==> src/rtl/sysclk_pkg.sv <==
package sysclk_pkg;
  localparam int REG_W         = 32;
  localparam int SEL_W         = 2;
  localparam int NUM_OPT       = 1 << SEL_W;
  localparam int DIV_W         = 4;
  localparam int NUM_DOM       = 3;
  localparam int NUM_DIV       = NUM_DOM + 1;
  localparam int NUM_SRC       = 3;
  localparam int SRC_EXT       = 0;
  localparam int SRC_PLLA      = 1;
  localparam int SRC_PLLM      = 2;
  localparam int MAIN_SEL_LSB  = 30;
  localparam int DOM_SEL_TOP   = 29;  // domain d selector at [DOM_SEL_TOP-2d -: SEL_W]
  localparam int MAIN_GATE_BIT = 23;
  localparam int CE_TOP        = 22;  // domain d change flag at CE_TOP-d
  localparam logic [REG_W-1:0] CTRL_RESET = 32'h5500_0000;

  // divider i sits in a nibble; the cache field at 7:4 is skipped
  function automatic int divLsb(int i);
    return (i == 0) ? 0 : DIV_W * (i + 1);
  endfunction

  // the slow peripheral divider shares the last domain
  function automatic int divDom(int i);
    return (i >= NUM_DOM) ? NUM_DOM - 1 : i;
  endfunction

  typedef struct packed {
    logic                            mainLvl;
    logic                            mainGateOpen;
    logic [NUM_DOM-1:0]              domLvl;
    logic [NUM_DIV-1:0]              loadOk;
    logic [NUM_DIV-1:0][DIV_W-1:0]   divField;
  } pathCtl_t;
endpackage

==> src/rtl/sysclk_handover.sv <==
module sysclk_handover #(
  parameter int SEL_W = 2,
  parameter logic [SEL_W-1:0] RESET_SEL = '0
) (
  input  logic                    clk,
  input  logic                    rstN,
  input  logic [(1<<SEL_W)-1:0]   opts,
  input  logic [SEL_W-1:0]        reqSel,
  output logic [SEL_W-1:0]        curSel,
  output logic                    run,
  output logic                    lvl
);
  // park on a low phase of the old option, re-enable on a low phase of the new one
  always_ff @(posedge clk or negedge rstN) begin
    if (!rstN) begin
      curSel <= RESET_SEL;
      run    <= 1'b1;
    end else if (run) begin
      if (reqSel != curSel && !opts[curSel]) run <= 1'b0;
    end else if (!opts[reqSel]) begin
      curSel <= reqSel;
      run    <= 1'b1;
    end
  end

  assign lvl = run & opts[curSel];
endmodule

==> src/rtl/sysclk_ctrl.sv <==
module sysclk_ctrl
  import sysclk_pkg::*;
(
  input  logic                          clk,
  input  logic                          rstN,
  input  logic                          wrEn,
  input  logic [REG_W-1:0]              wrData,
  input  logic [NUM_SRC-1:0]            srcSync,
  output logic [REG_W-1:0]              ctrlReg,
  output pathCtl_t                      pathCtl,
  output logic [NUM_DOM:0][SEL_W-1:0]   hoSel,
  output logic [NUM_DOM:0]              hoRun
);
  logic [NUM_OPT-1:0]               mainOpts;
  logic                             mainLvl;
  logic                             gateOpen;
  logic [NUM_DOM-1:0][NUM_OPT-1:0]  domOpts;
  logic [NUM_DOM-1:0][SEL_W-1:0]    domReq;
  logic [NUM_DOM-1:0]               domLvl;

  always_ff @(posedge clk or negedge rstN) begin
    if (!rstN)     ctrlReg <= CTRL_RESET;
    else if (wrEn) ctrlReg <= wrData;
  end

  always_comb begin
    mainOpts           = '0;
    mainOpts[1]        = srcSync[SRC_EXT];
    mainOpts[2]        = srcSync[SRC_PLLA];
  end

  sysclk_handover #(
    .SEL_W     (SEL_W),
    .RESET_SEL (CTRL_RESET[MAIN_SEL_LSB +: SEL_W])
  ) u_mainHo (
    .clk    (clk),
    .rstN   (rstN),
    .opts   (mainOpts),
    .reqSel (ctrlReg[MAIN_SEL_LSB +: SEL_W]),
    .curSel (hoSel[0]),
    .run    (hoRun[0]),
    .lvl    (mainLvl)
  );

  for (genvar d = 0; d < NUM_DOM; d++) begin : g_dom
    always_comb begin
      domOpts[d]    = '0;
      domOpts[d][1] = mainLvl;
      domOpts[d][2] = srcSync[SRC_PLLM];
    end
    assign domReq[d] = ctrlReg[DOM_SEL_TOP - 2*d -: SEL_W];

    sysclk_handover #(
      .SEL_W     (SEL_W),
      .RESET_SEL (CTRL_RESET[DOM_SEL_TOP - 2*d -: SEL_W])
    ) u_domHo (
      .clk    (clk),
      .rstN   (rstN),
      .opts   (domOpts[d]),
      .reqSel (domReq[d]),
      .curSel (hoSel[d+1]),
      .run    (hoRun[d+1]),
      .lvl    (domLvl[d])
    );
  end

  // gate follows its bit only while the main level is low
  always_ff @(posedge clk or negedge rstN) begin
    if (!rstN)         gateOpen <= 1'b1;
    else if (!mainLvl) gateOpen <= ~ctrlReg[MAIN_GATE_BIT];
  end

  always_comb begin
    pathCtl.mainLvl      = mainLvl;
    pathCtl.mainGateOpen = gateOpen;
    pathCtl.domLvl       = domLvl;
    for (int i = 0; i < NUM_DIV; i++) begin
      pathCtl.loadOk[i]   = ctrlReg[CE_TOP - divDom(i)];
      pathCtl.divField[i] = ctrlReg[divLsb(i) +: DIV_W];
    end
  end
endmodule

==> src/rtl/sysclk_path.sv <==
module sysclk_path
  import sysclk_pkg::*;
#(
  parameter int SYNC_STAGES = 2
) (
  input  logic                          clk,
  input  logic                          rstN,
  input  logic [NUM_SRC-1:0]            srcRaw,
  input  pathCtl_t                      pathCtl,
  output logic [NUM_SRC-1:0]            srcSync,
  output logic                          mainClkOut,
  output logic [NUM_DIV-1:0]            divClkOut,
  output logic [NUM_DIV-1:0][DIV_W-1:0] actDiv,
  output logic [NUM_DIV-1:0][DIV_W-1:0] divCnt
);
  logic [NUM_SRC-1:0] syncPipe [SYNC_STAGES];

  always_ff @(posedge clk or negedge rstN) begin
    if (!rstN) begin
      for (int s = 0; s < SYNC_STAGES; s++) syncPipe[s] <= '0;
    end else begin
      syncPipe[0] <= srcRaw;
      for (int s = 1; s < SYNC_STAGES; s++) syncPipe[s] <= syncPipe[s-1];
    end
  end
  assign srcSync = syncPipe[SYNC_STAGES-1];

  always_ff @(posedge clk or negedge rstN) begin
    if (!rstN) mainClkOut <= 1'b0;
    else       mainClkOut <= pathCtl.mainLvl & pathCtl.mainGateOpen;
  end

  for (genvar i = 0; i < NUM_DIV; i++) begin : g_div
    logic             srcLvl;
    logic             prevLvl;
    logic             outQ;
    logic [DIV_W-1:0] cnt;
    logic [DIV_W-1:0] act;

    assign srcLvl = pathCtl.domLvl[divDom(i)];

    // count source falls; pass the high phase only on count zero
    always_ff @(posedge clk or negedge rstN) begin
      if (!rstN) begin
        prevLvl <= 1'b0;
        outQ    <= 1'b0;
        cnt     <= '0;
        act     <= '0;
      end else begin
        prevLvl <= srcLvl;
        outQ    <= srcLvl & (cnt == '0);
        if (prevLvl && !srcLvl) begin
          if (cnt == act) begin
            cnt <= '0;
            if (pathCtl.loadOk[i]) act <= pathCtl.divField[i];
          end else begin
            cnt <= cnt + 1'b1;
          end
        end
      end
    end

    assign divClkOut[i] = outQ;
    assign actDiv[i]    = act;
    assign divCnt[i]    = cnt;
  end
endmodule

==> src/rtl/sysclk_gen.sv <==
module sysclk_gen
  import sysclk_pkg::*;
#(
  parameter int SYNC_STAGES = 2
) (
  input  logic        clk,
  input  logic        rstN,
  input  logic        extRefClk,
  input  logic        pllAClk,
  input  logic        pllMClk,
  input  logic        wrEn,
  input  logic [31:0] wrData,
  output logic [31:0] rdData,
  output logic        mainClkOut,
  output logic        cpuClkOut,
  output logic        bus0ClkOut,
  output logic        bus2ClkOut,
  output logic        periphClkOut
);
  logic [NUM_SRC-1:0]            srcRaw;
  logic [NUM_SRC-1:0]            srcSync;
  pathCtl_t                      pathCtl;
  logic [NUM_DOM:0][SEL_W-1:0]   hoSel;
  logic [NUM_DOM:0]              hoRun;
  logic [NUM_DIV-1:0]            divClkOut;
  logic [NUM_DIV-1:0][DIV_W-1:0] actDiv;
  logic [NUM_DIV-1:0][DIV_W-1:0] divCnt;

  always_comb begin
    srcRaw           = '0;
    srcRaw[SRC_EXT]  = extRefClk;
    srcRaw[SRC_PLLA] = pllAClk;
    srcRaw[SRC_PLLM] = pllMClk;
  end

  sysclk_ctrl u_ctrl (
    .clk     (clk),
    .rstN    (rstN),
    .wrEn    (wrEn),
    .wrData  (wrData),
    .srcSync (srcSync),
    .ctrlReg (rdData),
    .pathCtl (pathCtl),
    .hoSel   (hoSel),
    .hoRun   (hoRun)
  );

  sysclk_path #(.SYNC_STAGES(SYNC_STAGES)) u_path (
    .clk        (clk),
    .rstN       (rstN),
    .srcRaw     (srcRaw),
    .pathCtl    (pathCtl),
    .srcSync    (srcSync),
    .mainClkOut (mainClkOut),
    .divClkOut  (divClkOut),
    .actDiv     (actDiv),
    .divCnt     (divCnt)
  );

  assign cpuClkOut    = divClkOut[0];
  assign bus0ClkOut   = divClkOut[1];
  assign bus2ClkOut   = divClkOut[2];
  assign periphClkOut = divClkOut[3];
endmodule

==> config.mk <==
export PLATFORM = sky130hd
export DESIGN_NAME = sysclk_gen
export DESIGN_NICKNAME = d
export VERILOG_FILES = /design/src/rtl/sysclk_pkg.sv /design/src/rtl/sysclk_handover.sv /design/src/rtl/sysclk_ctrl.sv /design/src/rtl/sysclk_path.sv /design/src/rtl/sysclk_gen.sv
export SDC_FILE = /design/constraint.sdc
export NUM_CORES = 1
export LEC_CHECK = 0
export BUFFER_PORTS_ARGS = -buffer_cell sky130_fd_sc_hd__buf_2
export CAP_MARGIN = 40
export CORE_MARGIN = 5
export CORE_UTILIZATION = 41
export DETAILED_ROUTE_END_ITERATION = 6
export HOLD_SLACK_MARGIN = 0.06
export PLACE_DENSITY_LB_ADDON = 0.25
export REMOVE_ABC_BUFFERS = 1
export SLEW_MARGIN = 5
export SYNTH_ARGS = -nofsm -noshare
export SYNTH_HDL_FRONTEND = slang
export SYNTH_SLANG_ARGS = --single-unit
export TNS_END_PERCENT = 1
==> constraint.sdc <==
create_clock -name clk -period 3.58 [get_ports clk]
set_input_delay 0.358 -clock clk [delete_from_list [all_inputs] [get_ports clk]]
set_output_delay 0.358 -clock clk [all_outputs]
set_load 0.005 [all_outputs]
==> results.json <==
{
  "crit_family": "flip-flops",
  "end_kind": "flip-flop",
  "start_kind": "flip-flop",
  "totalWireLength_um": 8380,
  "yosys_warnings": 0,
  "htree_num_levels": 3,
  "synth_top_area_share_pct": 45.9,
  "min_path_type": "primary input to flip-flop",
  "num_rows": 37,
  "cp_slowest_stage_delay_ns": 0.64,
  "drc": 0,
  "grt_max_degree": 41,
  "grt_pass1_vias": 2951,
  "hpwl_um": 5970,
  "rsz0062_at_grt": "no",
  "clockRootBuffer": "clkbuf_8",
  "area_growth_pct": 17.3,
  "avgSynthCellArea_um2": 12.3,
  "ys_ff_latch": 91,
  "gr-total-overflow": 0,
  "ys_types": 44,
  "io_pins": 75,
  "core_um2": 10200,
  "num-fill-cells": 915,
  "instances_no_fill": 568,
  "maxSlewViolCount": 0,
  "synthArstFlopShare_pct": 100,
  "hold_viol": 0,
  "post_cts_resized": 0,
  "leakagePower_nw": 2.29,
  "final_nets": 473,
  "fmax_ghz": 0.492,
  "cp_max_fo": 9,
  "wl_per_cell_um": 14.7,
  "clock_sinks": 91,
  "whs_ns": 0.0969,
  "chipWidth_um": 112,
  "layout_commonest_cell": "dfrtp_1",
  "fin_total_pwr_mw": 3.34,
  "worst_path_max_delay_cell": "dfstp_2",
  "die_area_um2": 12500,
  "via_count": 2906,
  "cts_tree": "done",
  "port_buffers": 74,
  "cts_setup_buffers": 0,
  "track_usage_pct": 13.9,
  "cts_buffers": 9,
  "antenna_found_initial": 0,
  "start_util_pct": 41.6,
  "yosys.area.top_type": "dfrtp_1",
  "power_density_nw_per_um2": 670,
  "ys.flop_type": "dfrtp_1",
  "ctsHoldBuffers": 1,
  "grt_pass1_wl_um": 14200,
  "drv_cap": 0,
  "path_clk_slew_ns": 0.09,
  "fin_tns_setup_ns": 0,
  "critPathKind": "flip-flop to flip-flop",
  "worst_pin_slew_ns": 0.826,
  "worstPathArrival_ns": 2.28,
  "skew_ns": 0.00945,
  "final-seq-area_um2": 2290,
  "period_share_pct": 56.8,
  "mappedNetlistArea_um2": 4260,
  "drive_gt1_share_pct": 35.2,
  "required_ns": 3.83,
  "via_per_inst": 5.12,
  "netlist_instances": 346,
  "die_h_um": 112,
  "first_pass_iters": 4,
  "setup_viol": 0,
  "multi_input_area_um2": 1830,
  "ir_worst_vdd_mv": 0.226,
  "ant_nets": 0,
  "crit_chain": "nand4b_4 -> a211oi_4 -> nor4b_4 -> mux2_1",
  "period_needed_ns": 2.03,
  "drt_iter0_markers": 114,
  "layout_common_cells": "dfrtp_1, buf_2, mux2_2",
  "clkLatencyLatePin_ns": 0.36,
  "synth_edf_count": 0,
  "cts_buffer_depth": 2,
  "antenna_cells": 0,
  "status": "finished clean",
  "relSlewSlack_pct": 44.9,
  "dp.cells": 551,
  "seq_area_frac_synth_pct": 53.9,
  "worst-path-buf-inv": 0,
  "synth.top_cells.by_area": "dfrtp_1, mux2_2, dfstp_2, xnor2_1, o21ai_0",
  "place.gp.congestion": 0.754
}
==> routing by layer <==
layer | part of all wire, % | global-route usage [%]
met1 | 47 | 18.5
met2 | 47 | 22.1
met3 | 5.0 | 3.15
met4 | 1.8 | 5.35
met5 | 0 | 0
==> cell families (layout without fill, tap and decap cells) <==
group	count (synthesis)	count (layout)	synth area share [%]
XOR/XNOR	24	24	4.94
multiplexers	48	48	12.6
AO/OA/AOI/OAI	66	66	10.9
adder cells (fa/ha/maj)	8	8	2.35
flip-flops	91	91	53.9
buffers and inverters	35	121	3.20
AND/OR/NAND/NOR	74	74	12.1
==> layout make-up <==
cell class	count	share of cell area (%)
multi-input cells	220	36.6
well taps	136	3.41
inverters	28	2.11
clock buffers	14	3.26
repair buffers	77	7.97
clock inverters	2	0.702
flip-flops and latches	91	46.0
==> where the power goes <==
| group | internal (mW) | total [mW] | switching [mW] |
|---|---|---|---|
| clock | 0.361 | 0.710 | 0.348 |
| combinational | 0.512 | 0.952 | 0.440 |
| sequential | 1.35 | 1.68 | 0.333 |
==> through the flow <==
stage | setup slack, ns | util (%) | instance area (µm²)
after floorplan | 1.74 | - | 4220
after global placement | 1.60 | 46.7 | 4780
after detailed placement | 1.53 | 46.7 | 4780
after CTS | 1.53 | 48.8 | 4990
after global routing | 1.43 | 48.8 | 4990
final | 1.55 | 48.8 | 4990
==> cell usage after synthesis (5+ instances only) <==
cell type,count
nand3_1,10
nand2_1,23
mux2_2,36
mux2_1,8
xnor2_1,22
ha_1,8
a21oi_1,7
inv_1,28
nor2_1,8
dfstp_2,13
o21ai_0,23
dfrtp_1,78
clkbuf_1,5
nand2b_1,5
==> registers in the layout, indices dropped and copies added, names as in the netlist <==
register and cells:
u_ctrl.ctrlReg 32, u_ctrl.g_dom.u_domHo.curSel 6, u_ctrl.g_dom.u_domHo.run 3, u_ctrl.gateOpen 1, u_ctrl.u_mainHo.curSel 2, u_ctrl.u_mainHo.run 1
u_path.g_div.act 16, u_path.g_div.cnt 16, u_path.g_div.outQ 4, u_path.g_div.prevLvl 3, u_path.mainClkOut 1, u_path.srcSync 3
u_path.syncPipe 3
==> final timing paths <==
| kind | start | to | slack, ns | cells past startpoint |
|---|---|---|---|---|
| hold reg to reg | u_path.syncPipe[5]$_DFF_PN0_ | u_path.srcSync[2]$_DFF_PN0_ | 0.36 | 0 |
| setup / recovery | u_ctrl.u_mainHo.run$_DFF_PN1_ | u_path.g_div[2].act[3]$_DFFE_PN0P_ | 1.55 | 4 |
| setup reg to reg | u_ctrl.u_mainHo.run$_DFF_PN1_ | u_path.g_div[2].act[3]$_DFFE_PN0P_ | 1.55 | 4 |
| min in group asynchronous | rstN | u_ctrl.ctrlReg[16]$_DFFE_PN0P_ | 0.51 | 2 |
| hold / removal | pllAClk | u_path.syncPipe[4]$_DFF_PN0_ | 0.1 | 1 |
| max in group asynchronous | rstN | u_ctrl.ctrlReg[24]$_DFFE_PN1P_ | 2.27 | 3 |
Note: power is estimated with default switching activity, not from simulation.
